[src/rtl/spi_regport_pkg.sv]
package spi_regport_pkg;

   // frame progress within one select window
   typedef enum logic [1:0] {
      PH_CTRL = 2'd0,
      PH_DATA = 2'd1,
      PH_DONE = 2'd2
   } phase_t;

   function automatic int max2(input int a, input int b);
      return (a > b) ? a : b;
   endfunction

endpackage

[src/rtl/spi_regport_sync.sv]
module spi_regport_sync #(
   parameter int          W       = 1,
   parameter int          STAGES  = 2,
   parameter logic [W-1:0] RST_VAL = '0
) (
   input  logic         clk,
   input  logic         rst_n,
   input  logic [W-1:0] d,
   output logic [W-1:0] q
);

   logic [STAGES-1:0][W-1:0] chain;

   generate
      if (STAGES == 2) begin : g_two
         always_ff @(posedge clk or negedge rst_n) begin
            if (!rst_n) chain <= {STAGES{RST_VAL}};
            else        chain <= {chain[0], d};
         end
      end else begin : g_deep
         always_ff @(posedge clk or negedge rst_n) begin
            if (!rst_n) chain <= {STAGES{RST_VAL}};
            else        chain <= {chain[STAGES-2:0], d};
         end
      end
   endgenerate

   assign q = chain[STAGES-1];

endmodule

[src/rtl/spi_regport_bank.sv]
module spi_regport_bank #(
   parameter int NUM_REGS = 32,
   parameter int ADDR_W   = 5,
   parameter int DATA_W   = 8
) (
   input  logic                       clk,
   input  logic                       rst_n,
   input  logic                       wr_en,
   input  logic [ADDR_W-1:0]          wr_addr,
   input  logic [DATA_W-1:0]          wr_data,
   input  logic [ADDR_W-1:0]          rd_addr,
   output logic [DATA_W-1:0]          rd_data,
   output logic [NUM_REGS*DATA_W-1:0] bank
);

   localparam int SPAN = 1 << ADDR_W;

   logic [DATA_W-1:0] regs [NUM_REGS];

   generate
      for (genvar i = 0; i < NUM_REGS; i++) begin : g_reg
         always_ff @(posedge clk or negedge rst_n) begin
            if (!rst_n)
               regs[i] <= '0;
            else if (wr_en && (wr_addr == ADDR_W'(i)))
               regs[i] <= wr_data;
         end
         assign bank[i*DATA_W +: DATA_W] = regs[i];
      end

      if (NUM_REGS == SPAN) begin : g_full_map
         assign rd_data = regs[rd_addr];
      end else begin : g_sparse_map
         // addresses beyond the bank read as zero
         always_comb begin
            rd_data = '0;
            for (int k = 0; k < NUM_REGS; k++)
               if (rd_addr == ADDR_W'(k)) rd_data = regs[k];
         end
      end
   endgenerate

endmodule

[src/rtl/spi_regport_frame.sv]
module spi_regport_frame
   import spi_regport_pkg::*;
#(
   parameter int CTRL_W = 8,
   parameter int ADDR_W = 5,
   parameter int DATA_W = 8
) (
   input  logic              clk,
   input  logic              rst_n,
   input  logic              sel,
   input  logic              rise,
   input  logic              fall,
   input  logic              sdi,
   input  logic [DATA_W-1:0] rd_data,
   output logic [ADDR_W-1:0] addr,
   output logic              rd_flag,
   output logic              wr_en,
   output logic [DATA_W-1:0] wr_data,
   output logic              tx_bit,
   output phase_t            phase
);

   localparam int SH_W  = max2(CTRL_W, DATA_W);
   localparam int RX_W  = SH_W - 1;
   localparam int CNT_W = $clog2(SH_W);
   localparam logic [CNT_W-1:0] CTRL_LAST = CNT_W'(CTRL_W - 1);
   localparam logic [CNT_W-1:0] DATA_LAST = CNT_W'(DATA_W - 1);

   logic [RX_W-1:0]   rx;
   logic [CNT_W-1:0]  cnt;
   logic              loaded;
   logic [DATA_W-1:0] tx_sh;

   always_ff @(posedge clk or negedge rst_n) begin
      if (!rst_n) begin
         phase   <= PH_CTRL;
         cnt     <= '0;
         rx      <= '0;
         addr    <= '0;
         rd_flag <= 1'b0;
         wr_en   <= 1'b0;
         wr_data <= '0;
         loaded  <= 1'b0;
         tx_sh   <= '0;
         tx_bit  <= 1'b0;
      end else begin
         wr_en <= 1'b0;
         if (!sel) begin
            // select inactive: discard any partial frame
            phase  <= PH_CTRL;
            cnt    <= '0;
            loaded <= 1'b0;
            tx_bit <= 1'b0;
         end else begin
            unique case (phase)
               PH_CTRL: begin
                  if (rise) begin
                     rx <= {rx[RX_W-2:0], sdi};
                     if (cnt == CTRL_LAST) begin
                        rd_flag <= rx[CTRL_W-2];
                        addr    <= {rx[ADDR_W-2:0], sdi};
                        phase   <= PH_DATA;
                        cnt     <= '0;
                        loaded  <= 1'b0;
                     end else begin
                        cnt <= cnt + 1'b1;
                     end
                  end
               end
               PH_DATA: begin
                  if (rise) begin
                     if (!rd_flag) rx <= {rx[RX_W-2:0], sdi};
                     if (cnt == DATA_LAST) begin
                        phase <= PH_DONE;
                        if (!rd_flag) begin
                           wr_en   <= 1'b1;
                           wr_data <= {rx[DATA_W-2:0], sdi};
                        end
                     end else begin
                        cnt <= cnt + 1'b1;
                     end
                  end else if (fall && rd_flag) begin
                     if (!loaded) begin
                        tx_bit <= rd_data[DATA_W-1];
                        tx_sh  <= rd_data << 1;
                        loaded <= 1'b1;
                     end else begin
                        tx_bit <= tx_sh[DATA_W-1];
                        tx_sh  <= tx_sh << 1;
                     end
                  end
               end
               default: begin
                  // frame complete: wait for select to rise
               end
            endcase
         end
      end
   end

endmodule

[src/rtl/spi_regport.sv]
module spi_regport
   import spi_regport_pkg::*;
#(
   parameter int NUM_REGS    = 32,
   parameter int ADDR_W      = 5,
   parameter int DATA_W      = 8,
   parameter int CTRL_W      = 8,
   parameter int SYNC_STAGES = 2
) (
   input  logic                       clk,
   input  logic                       rst_n,
   input  logic                       three_wire,
   input  logic                       cs_n,
   input  logic                       sclk,
   input  logic                       mosi,
   output logic                       miso,
   output logic                       miso_oe,
   output logic [NUM_REGS*DATA_W-1:0] reg_bank
);

   localparam logic [2:0] SYNC_RST = 3'b100;  // {cs_n, sclk, mosi}

   initial begin
      assert (SYNC_STAGES >= 2) else $error("SYNC_STAGES must be at least 2");
      assert (ADDR_W >= 2 && ADDR_W <= CTRL_W - 1) else $error("ADDR_W must fit below the read flag");
      assert (NUM_REGS >= 1 && NUM_REGS <= (1 << ADDR_W)) else $error("NUM_REGS exceeds address space");
      assert (DATA_W >= 3 && CTRL_W >= 3) else $error("byte widths too small");
   end

   logic [2:0] pin_s;
   logic       cs_s, sclk_s, mosi_s, sclk_d;
   logic       sclk_rise, sclk_fall, sel;

   spi_regport_sync #(.W(3), .STAGES(SYNC_STAGES), .RST_VAL(SYNC_RST)) u_sync (
      .clk  (clk),
      .rst_n(rst_n),
      .d    ({cs_n, sclk, mosi}),
      .q    (pin_s)
   );

   assign cs_s   = pin_s[2];
   assign sclk_s = pin_s[1];
   assign mosi_s = pin_s[0];

   always_ff @(posedge clk or negedge rst_n) begin
      if (!rst_n) sclk_d <= 1'b0;
      else        sclk_d <= sclk_s;
   end

   assign sclk_rise = sclk_s & ~sclk_d;
   assign sclk_fall = ~sclk_s & sclk_d;
   assign sel       = ~cs_s;

   logic [ADDR_W-1:0] addr;
   logic              rd_flag, wr_en, tx_bit;
   logic [DATA_W-1:0] wr_data, rd_data;
   phase_t            phase;
   logic              data_phase, drive_req;

   spi_regport_frame #(.CTRL_W(CTRL_W), .ADDR_W(ADDR_W), .DATA_W(DATA_W)) u_frame (
      .clk    (clk),
      .rst_n  (rst_n),
      .sel    (sel),
      .rise   (sclk_rise),
      .fall   (sclk_fall),
      .sdi    (mosi_s),
      .rd_data(rd_data),
      .addr   (addr),
      .rd_flag(rd_flag),
      .wr_en  (wr_en),
      .wr_data(wr_data),
      .tx_bit (tx_bit),
      .phase  (phase)
   );

   spi_regport_bank #(.NUM_REGS(NUM_REGS), .ADDR_W(ADDR_W), .DATA_W(DATA_W)) u_bank (
      .clk    (clk),
      .rst_n  (rst_n),
      .wr_en  (wr_en),
      .wr_addr(addr),
      .wr_data(wr_data),
      .rd_addr(addr),
      .rd_data(rd_data),
      .bank   (reg_bank)
   );

   assign data_phase = (phase == PH_DATA);
   // shared line: drive only while returning read data
   assign drive_req  = three_wire ? (data_phase & rd_flag) : 1'b1;
   // raw select releases the pin without synchronizer delay
   assign miso_oe    = ~cs_n & sel & drive_req;
   assign miso       = tx_bit;

endmodule

[config.mk]
export PLATFORM = sky130hd
export DESIGN_NAME = spi_regport
export DESIGN_NICKNAME = d
export VERILOG_FILES = /design/src/rtl/spi_regport_pkg.sv /design/src/rtl/spi_regport_sync.sv /design/src/rtl/spi_regport_bank.sv /design/src/rtl/spi_regport_frame.sv /design/src/rtl/spi_regport.sv
export SDC_FILE = /design/constraint.sdc
export NUM_CORES = 1
export LEC_CHECK = 0
export BUFFER_PORTS_ARGS = -buffer_cell sky130_fd_sc_hd__buf_2
export CORE_MARGIN = 5
export CORE_UTILIZATION = 45
export DETAILED_ROUTE_END_ITERATION = 12
export PLACE_DENSITY = 0.67
export SYNTH_ARGS = -nofsm -noshare
export SYNTH_HDL_FRONTEND = slang
export SYNTH_SLANG_ARGS = --single-unit
[constraint.sdc]
create_clock -name clk -period 2.8 [get_ports clk]
set_input_delay 0.56 -clock clk [delete_from_list [all_inputs] [get_ports clk]]
set_output_delay 0.56 -clock clk [all_outputs]
set_load 0.1 [all_outputs]
# Word level (Yosys, flattened, before mapping)
# Cells that the tools add are included.
# W data, S select, Z words.
# classes
muxes	37
add_sub_neg	1
magnitude_cmp	1
n_bitwise	12
n_eq_ne	44
n_reduce_logical	47
# ops
operator	count
$eq A5 B5 Y1 const B	16
$bmux W8 S5	1
$eq A5 B4 Y1 const B	8
$logic_and A1 B1 Y1	33
$mux W8	3
$mux W7	3
$eq A5 B3 Y1 const B	4
$reduce_and A5 Y1	4
$mux W1	16
$mux W3	5
$pmux W7 S2	1
$reduce_and A4 Y1	3
$eq A5 B2 Y1 const B	2
$mux W2	5
$ne A3 B2 Y1 const B	3
$ge A6 B6 Y1 const B	1
$ne A2 B2 Y1 const B	3
$ne A3 B1 Y1 const B	2
$ne A3 B3 Y1 const B	2
$not A1 Y1	6
$not A5 Y6	1
$pmux W3 S2	1
$reduce_bool A2 Y1	3
$and A1 B1 Y1	5
other kinds (11)	11
# totals
ff_bits	300
elab_cells	187
in_bits	6

# Logic depth before layout (Yosys ltp)
# Gate-level depths: netlist of run 1.
# depth
word_depth	9
depth_mapped	8

# Cells and area by module
# A second synthesis of run 1 with hierarchy kept.
# unflattened
hier_cells	824
hier_area_um2	13504.2
# modules_own_cells
module	seq_area_each_um2	instances	area_per_inst_um2	cells_each
spi_regport_bank	6406.1	1	11673.7	699
spi_regport_frame	900.9	1	1581.5	110
spi_regport_sync	152.6	1	175.2	9
spi_regport	25.0	1	73.8	6

# Worst setup path after synthesis of run 1
# Ideal clock, no wire load.
# synth_path
kind	register -> output
start	reg u_frame.phase[1]
end	out miso_oe
required_time_ps	2240
path_stages_with_launch	3
n_path_buf	0
path_slack_ps	-725
arrival_time_ps	2965
path_cell_list	dfrtp_1 > nand3b_1 > a211oi_1
# synth_between
elab_chain_len	4
# synth_lines
item	line_no	text
from (decl)	spi_regport_frame.sv:20	output phase_t phase
from (signal assigned)	spi_regport_frame.sv:36	phase <= PH_CTRL;
from (signal assigned)	spi_regport_frame.sv:50	phase <= PH_CTRL;
from (signal assigned)	spi_regport_frame.sv:62	phase <= PH_DATA;
$eq A2 B1 Y1	spi_regport.sv:87	assign data_phase = (phase == PH_DATA);
$and A1 B1 Y1	spi_regport.sv:89	assign drive_req = three_wire ? (data_phase & rd_flag) : 1'b1;
$mux W1	spi_regport.sv:89	
$and A1 B1 Y1	spi_regport.sv:91	assign miso_oe = ~cs_n & sel & drive_req;
to (decl)	spi_regport.sv:17	output logic miso_oe,
# Every way passes these cells.

# Final worst setup path of run 1
# layout_path
start	reg u_frame.addr[1]
end	reg u_frame.tx_sh[5]
# layout_between
elab_chain_len	5
# layout_lines
item	line_no	text
from (decl)	spi_regport_frame.sv:15	output logic [ADDR_W-1:0] addr,
from (signal assigned)	spi_regport_frame.sv:61	addr <= {rx[ADDR_W-2:0], sdi};
$not A5 Y6 (not written as such)	spi_regport_bank.sv:32	assign rd_data = regs[rd_addr];
$bmux W8 S5	spi_regport_bank.sv:32	
$mux W8 (not written as such) (2 in a row)	spi_regport_bank.sv:32	
$mux W8	spi_regport_frame.sv:83	if (!loaded) begin
to (signal assigned)	spi_regport_frame.sv:85	tx_sh <= rd_data << 1;
to (signal assigned)	spi_regport_frame.sv:89	tx_sh <= tx_sh << 1;
to (decl)	spi_regport_frame.sv:32	logic [DATA_W-1:0] tx_sh;
# Every way passes these cells. The select of a mux whose other input is x is not followed.
# A chain may end at the register's enable or synchronous reset.

==> results of run 1 <==
==> area by class of cell <==
cell class	instances	area (um2)
Clock buffer	46	1040
Sequential cell	299	7490
Tap cell	390	488
Timing Repair Buffer	301	1690
Fill cell	2482	13000
Multi-Input combinational cell	515	5780
Clock inverter	16	199
Inverter	5	18.8
==> critical path, stage by stage, from the launching register on <==
cell and delay (ps):
dfrtp_4 670, buf_12 350, mux4_2 540, mux2_2 310
a221oi_1 530, o31ai_1 110
==> state kept, by name, indices dropped and copies added (netlist names), 3 cells and up <==
signal / flops
u_frame.rx: 7
u_frame.wr_data: 8
u_frame.cnt: 3
u_bank.bank: 256
u_frame.tx_sh: 7
u_frame.addr: 5
u_sync.q: 3
u_sync.chain: 3
==> cells by family (layout without fill, tap and decap cells) <==
group	Yosys count	in the layout	synth area share, %
XOR/XNOR	1	1	0.0644
AO/OA/AOI/OAI	54	54	3.22
flip-flops	299	299	55.0
AND/OR/NAND/NOR	83	83	3.96
multiplexers	375	375	35.0
adder cells (fa/ha/maj)	2	2	0.184
buffers and inverters	65	368	2.53
==> metrics by stage <==
step,instances,utilization (%)
final,1572,56.2
after detailed placement,1510,52.0
after floorplan,879,-
after CTS,1572,56.2
after global placement,1510,52.0
after global routing,1572,56.2
==> routing by layer <==
metal  wire length (um)  GRT usage, %  vias up
li1                   -             -     3866
met1              17100          33.2     4758
met2              19000          36.7      374
met3               3390          6.21       62
met4               1090          6.65        0
met5                  0             0        -
==> final timing paths <==
path,from,endpoint,depth (start not counted),slack [ps]
hold / removal,rst_n,u_bank.bank[161],1,20
setup reg to reg,u_frame.addr[1],u_frame.tx_sh[5],5,110
min in group clk,mosi,u_sync.chain[0],1,150
hold reg to reg,u_sync.chain[1],u_sync.q[1],0,360
setup / recovery,u_frame.addr[1],u_frame.tx_sh[5],5,110
max in group asynchronous,rst_n,u_frame.addr[0],2,1930
==> cells in the final DEF (no fill, tap or decap), types with 3 or more instances in the layout <==
cell type   netlist  layout
mux2_2          287     287
mux2i_1          38      38
nor3_2            6       6
nand2_1          14      14
nor2b_1           5       5
mux4_2           35      35
buf_2             8     262
o221ai_1         15      15
mux4_1           13      13
inv_1             4       4
nand2_2           5       5
a22o_1            4       4
buf_4             9      32
a221oi_1         11      11
clkinvlp_4        0       3
a21oi_1           4       4
nor2_2           12      12
o31ai_1           6       6
clkinv_2          0       6
a211oi_1          5       4
clkbuf_8          1       8
clkbuf_16         0      37
nand2b_1          5       5
nand3_1          10      10
nor2_1            8       8
dfrtp_1         297     295
and2_1            8       8
bufinv_16         0       4
buf_12            0       6
==> power by group through the flow <==
stage	registers, mW	logic, mW	clock network, mW
6_report	4.41	0.161	4.82
5_1_grt	4.42	0.183	5.08
4_1_cts	4.41	0.168	4.91
3_5_place_dp	4.49	0.167	0
3_3_place_gp	4.49	0.164	0
2_1_floorplan	4.47	0.0538	0
==> impl_metrics.py, run 1 <==
metrics = {
    "global_routing": {
        "track_usage_pct": 23.6,
        "antenna_found_initial": 1,
        "grt_overflow": 0,
        "grt_max_degree": 70,
        "grt_pass1_wl_um": 60600,
        "grt_pass1_vias": 9263,
    },
    "synthesis": {
        "synth_seq_cells": 299,
        "syn_inst": 879,
        "ys.flop_type": "dfrtp_1",
        "synth_area_um2": 13600,
        "syn_nets": 887,
        "synth_cell_type_count": 47,
        "ys_seq_area_share_pct": 55.0,
        "synth_top_area_cell": "dfrtp_1",
        "synthTopCellsByArea": "dfrtp_1 55%, mux2_2 24%, mux4_2 5.8%, mux2i_1 2.8%, mux4_1 2.5%",
        "synth_edf_count": 0,
        "postSynthAreaPerCell_um2": 15.5,
        "synth_common_cells": "297 x dfrtp_1, 287 x mux2_2, 38 x mux2i_1",
        "async_flop_share_pct": 100,
        "yosysMostFrequentCell": "dfrtp_1",
        "synth_top_area_share_pct": 54.6,
        "ys_warn_count": 0,
    },
    "final_layout": {
        "area_growth_syn_to_layout_pct": 22.8,
        "diodes": 0,
        "drive_gt1_share_pct": 60.9,
        "fin_area_um2": 16700,
        "num-nets-final": 1164,
    },
    "detailed_routing": {
        "drtIter0Drc": 663,
        "drt_wl_total_um": 40600,
        "first_pass_iters": 4,
        "via_count": 9060,
        "via_per_inst": 5.76,
        "ant_nets": 0,
        "post_drt_wl_per_cell_um": 25.8,
        "route.detailed.drc": 0,
    },
    "floorplanning": {
        "io_pins": 264,
        "core_um2": 29700,
        "die-area_um2": 33800,
        "die_y_um": 184,
        "start_util_pct": 45.8,
        "row_count": 63,
        "die_w_um": 184,
    },
    "pwr": {
        "p_total_mw": 9.39,
        "seqPwrFrac_pct": 47.0,
        "p_sw_mw": 1.98,
        "comb_power_share_pct": 1.7,
        "p_leak_nw": 8.65,
        "ir_drop_uv": 349,
        "p_int_mw": 7.41,
        "powerDensity_nw_per_um2": 562,
        "p_clk_share_pct": 51.3,
        "netSwitchingFraction_pct": 21.1,
    },
    "sta": {
        "clock_skew_ps": 14.9,
        "final_max_slew_viol_count": 0,
        "rsz0062_at_grt": "no",
        "relSlewSlack_pct": 19.1,
        "finalSetupViolCount": 0,
        "max_freq_mhz": 372,
        "hold_viol": 0,
        "worstMarginPinSlew_ps": 1210,
        "min_period_ps": 2690,
        "setup_slack_ps": 115,
        "tns_ps": 0,
        "whs_ps": 24.6,
        "layout_worst_path_cycle_share_pct": 95.9,
    },
    "min_path": {
        "hp-class": "in -> async",
    },
    "flow_run": {
        "cap_violations": 0,
    },
    "clocking": {
        "cts_buffers": 34,
        "cts_num_sinks": 299,
        "clock-root-buffer": "clkbuf_16",
        "clkTransAtPathRegs_ps": 60,
        "cts_tree": "done",
        "postCtsResizedCells": 0,
        "insertion_delay_ps": 510,
        "cts-htree-levels": 2,
        "ctsHoldBuffers": 0,
        "clockBufferDepth": 3,
        "cts_setup_buffers": 0,
    },
    "placed_design": {
        "port_buffers": 263,
        "hpwl_um": 28300,
        "pre_cts_ws_ps": 142,
        "dpl_cell_area_um2": 15500,
        "place.gp.congestion": 0.846,
    },
    "worst_setup_path": {
        "path_class": "reg -> reg",
        "startpoint_type": "register",
        "worstSetupEndpointType": "register",
        "critPathArrivalTime_ps": 3050,
        "required_ps": 3170,
        "cp_max_fo": 48,
    },
    "outcome": {
        "outcome": "finished clean",
    },
}
Power figures use the tool's default switching activity.
==> run 2, diff against run 1 <==
CORE_UTILIZATION = 35   (was 45)
PLACE_DENSITY = unset   (was 0.67)
==> impl_metrics.py, run 2 (synthesis results as in run 1) <==
metrics = {
    "outcome": {
        "outcome": "finished clean",
    },
    "global_routing": {
        "track_usage_pct": 20.3,
        "grt_pass1_wl_um": 66600,
        "grt_max_degree": 68,
        "grt_pass1_vias": 9478,
        "antenna_found_initial": 0,
        "grt_overflow": 0,
    },
    "floorplanning": {
        "start_util_pct": 35.3,
        "die_w_um": 207,
        "die_y_um": 207,
        "row_count": 72,
        "core_um2": 38600,
        "die-area_um2": 42900,
        "io_pins": 264,
    },
    "worst_setup_path": {
        "startpoint_type": "register",
        "worst_r2r_path_depth": 5,
        "reg2reg_slack_ps": 310,
        "worstSetupEndpointType": "output pin",
        "path_class": "reg -> out",
        "critPathArrivalTime_ps": 2130,
        "cp_max_fo": 8,
        "r2r_start": "u_frame.addr[1]",
        "required_ps": 2240,
        "reg2reg_to": "u_frame.tx_sh[3]",
    },
    "sta": {
        "clock_skew_ps": 25.9,
        "layout_worst_path_cycle_share_pct": 96.1,
        "tns_ps": 0,
        "whs_ps": 28.4,
        "rsz0062_at_grt": "no",
        "final_max_slew_viol_count": 0,
        "hold_viol": 0,
        "finalSetupViolCount": 0,
        "min_period_ps": 2690,
        "max_freq_mhz": 371,
        "relSlewSlack_pct": 34.0,
        "worstMarginPinSlew_ps": 990,
    },
    "final_layout": {
        "final_cell_mix": "295 x dfrtp_1, 287 x mux2_2, 262 x buf_2",
        "diodes": 0,
        "drive_gt1_share_pct": 60.7,
        "num-nets-final": 1170,
        "layout_commonest_cell": "dfrtp_1",
        "largest_reg_flops": 256,
        "area_growth_syn_to_layout_pct": 24.0,
    },
    "detailed_routing": {
        "route.detailed.drc": 0,
        "via_count": 9009,
        "first_pass_iters": 4,
        "dr.max_layer_used": "met4",
        "post_drt_wl_per_cell_um": 26.1,
        "via_per_inst": 5.28,
        "met1_length_um": 19300,
        "drt_wl_total_um": 44400,
        "ant_nets": 0,
        "drtIter0Drc": 524,
        "dr_wl_met2_um": 21300,
        "wl_met3_um": 3120,
    },
    "placed_design": {
        "port_buffers": 263,
        "hpwl_um": 31800,
        "place.gp.congestion": 0.817,
    },
    "clocking": {
        "insertion_delay_ps": 530,
        "clock-root-buffer": "clkbuf_16",
        "clkTransAtPathRegs_ps": 60,
        "cts-htree-levels": 2,
        "cts_tree": "done",
        "cts_buffers": 36,
        "ctsHoldBuffers": 0,
        "cts_num_sinks": 299,
        "clockBufferDepth": 3,
        "cts_setup_buffers": 0,
        "postCtsResizedCells": 0,
    },
    "pwr": {
        "powerDensity_nw_per_um2": 549,
        "ir_drop_uv": 412,
        "p_leak_nw": 8.65,
    },
    "flow_run": {
        "cap_violations": 0,
    },
    "min_path": {
        "hp-class": "in -> async",
    },
}
==> run 2: cell types whose count changed in the layout (fill, tap and decap cells not counted), sizes merged <==
cell,before,now
clkbuf,46,51
buf,301,305
bufinv,4,2
clkinvlp,3,2
inv,5,4
==> run 2: metrics by stage <==
step | cell area [um2] | util (%) | power [mW] | worst slack [ps] | cells
after floorplan | 13600 | - | 4.53 | 230 | 879
after global placement | 15700 | 40.7 | 4.66 | 283 | 1642
after detailed placement | 15700 | 40.7 | 4.66 | 334 | 1642
after CTS | 16900 | 43.8 | 9.39 | 74.6 | 1705
after global routing | 16900 | 43.8 | 9.60 | 46.0 | 1705
final | 16900 | 43.8 | 9.27 | 108 | 1705
==> run 2: area by class of cell <==
cell class / instances / area, um2
clock inverter: 12 / 126
multi-input combinational: 515 / 5780
fill: 3632 / 21700
tap: 518 / 648
timing repair buffer: 305 / 1740
clock buffer: 51 / 1070
inverter: 5 / 18.8
sequential: 299 / 7490
==> run 2: power breakdown <==
group	switching (mW)	total, mW	internal, mW
combinational	0.111	0.163	0.0520
sequential	0.0469	4.42	4.37
clock	1.84	4.69	2.85
==> run 2: worst max path at each step <==
| stage | end | start | slack (ps) | cells past startpoint |
|---|---|---|---|---|
| after global routing | miso_oe | u_frame.phase[0] | 50 | 3 |
| after floorplan | miso_oe | u_frame.phase[1] | 230 | 2 |
| final | miso_oe | u_frame.phase[0] | 110 | 3 |
| after global placement | u_frame.tx_sh[4] | u_frame.addr[1] | 280 | 5 |
| after CTS | miso_oe | u_frame.phase[0] | 70 | 3 |
| after detailed placement | u_frame.tx_sh[4] | u_frame.addr[1] | 330 | 5 |
==> run 2: critical path: stages (launching register included) <==
cell and delay, ps:
dfrtp_1 520, nand3b_1 350, a211oi_2 290, buf_2 450
==> run 2: layer usage <==
metal | vias to the layer above | track usage (%)
met5 | - | 0
met4 | 0 | 4.20
met3 | 53 | 5.63
met2 | 284 | 32.6
met1 | 4779 | 27.8
li1 | 3893 | -
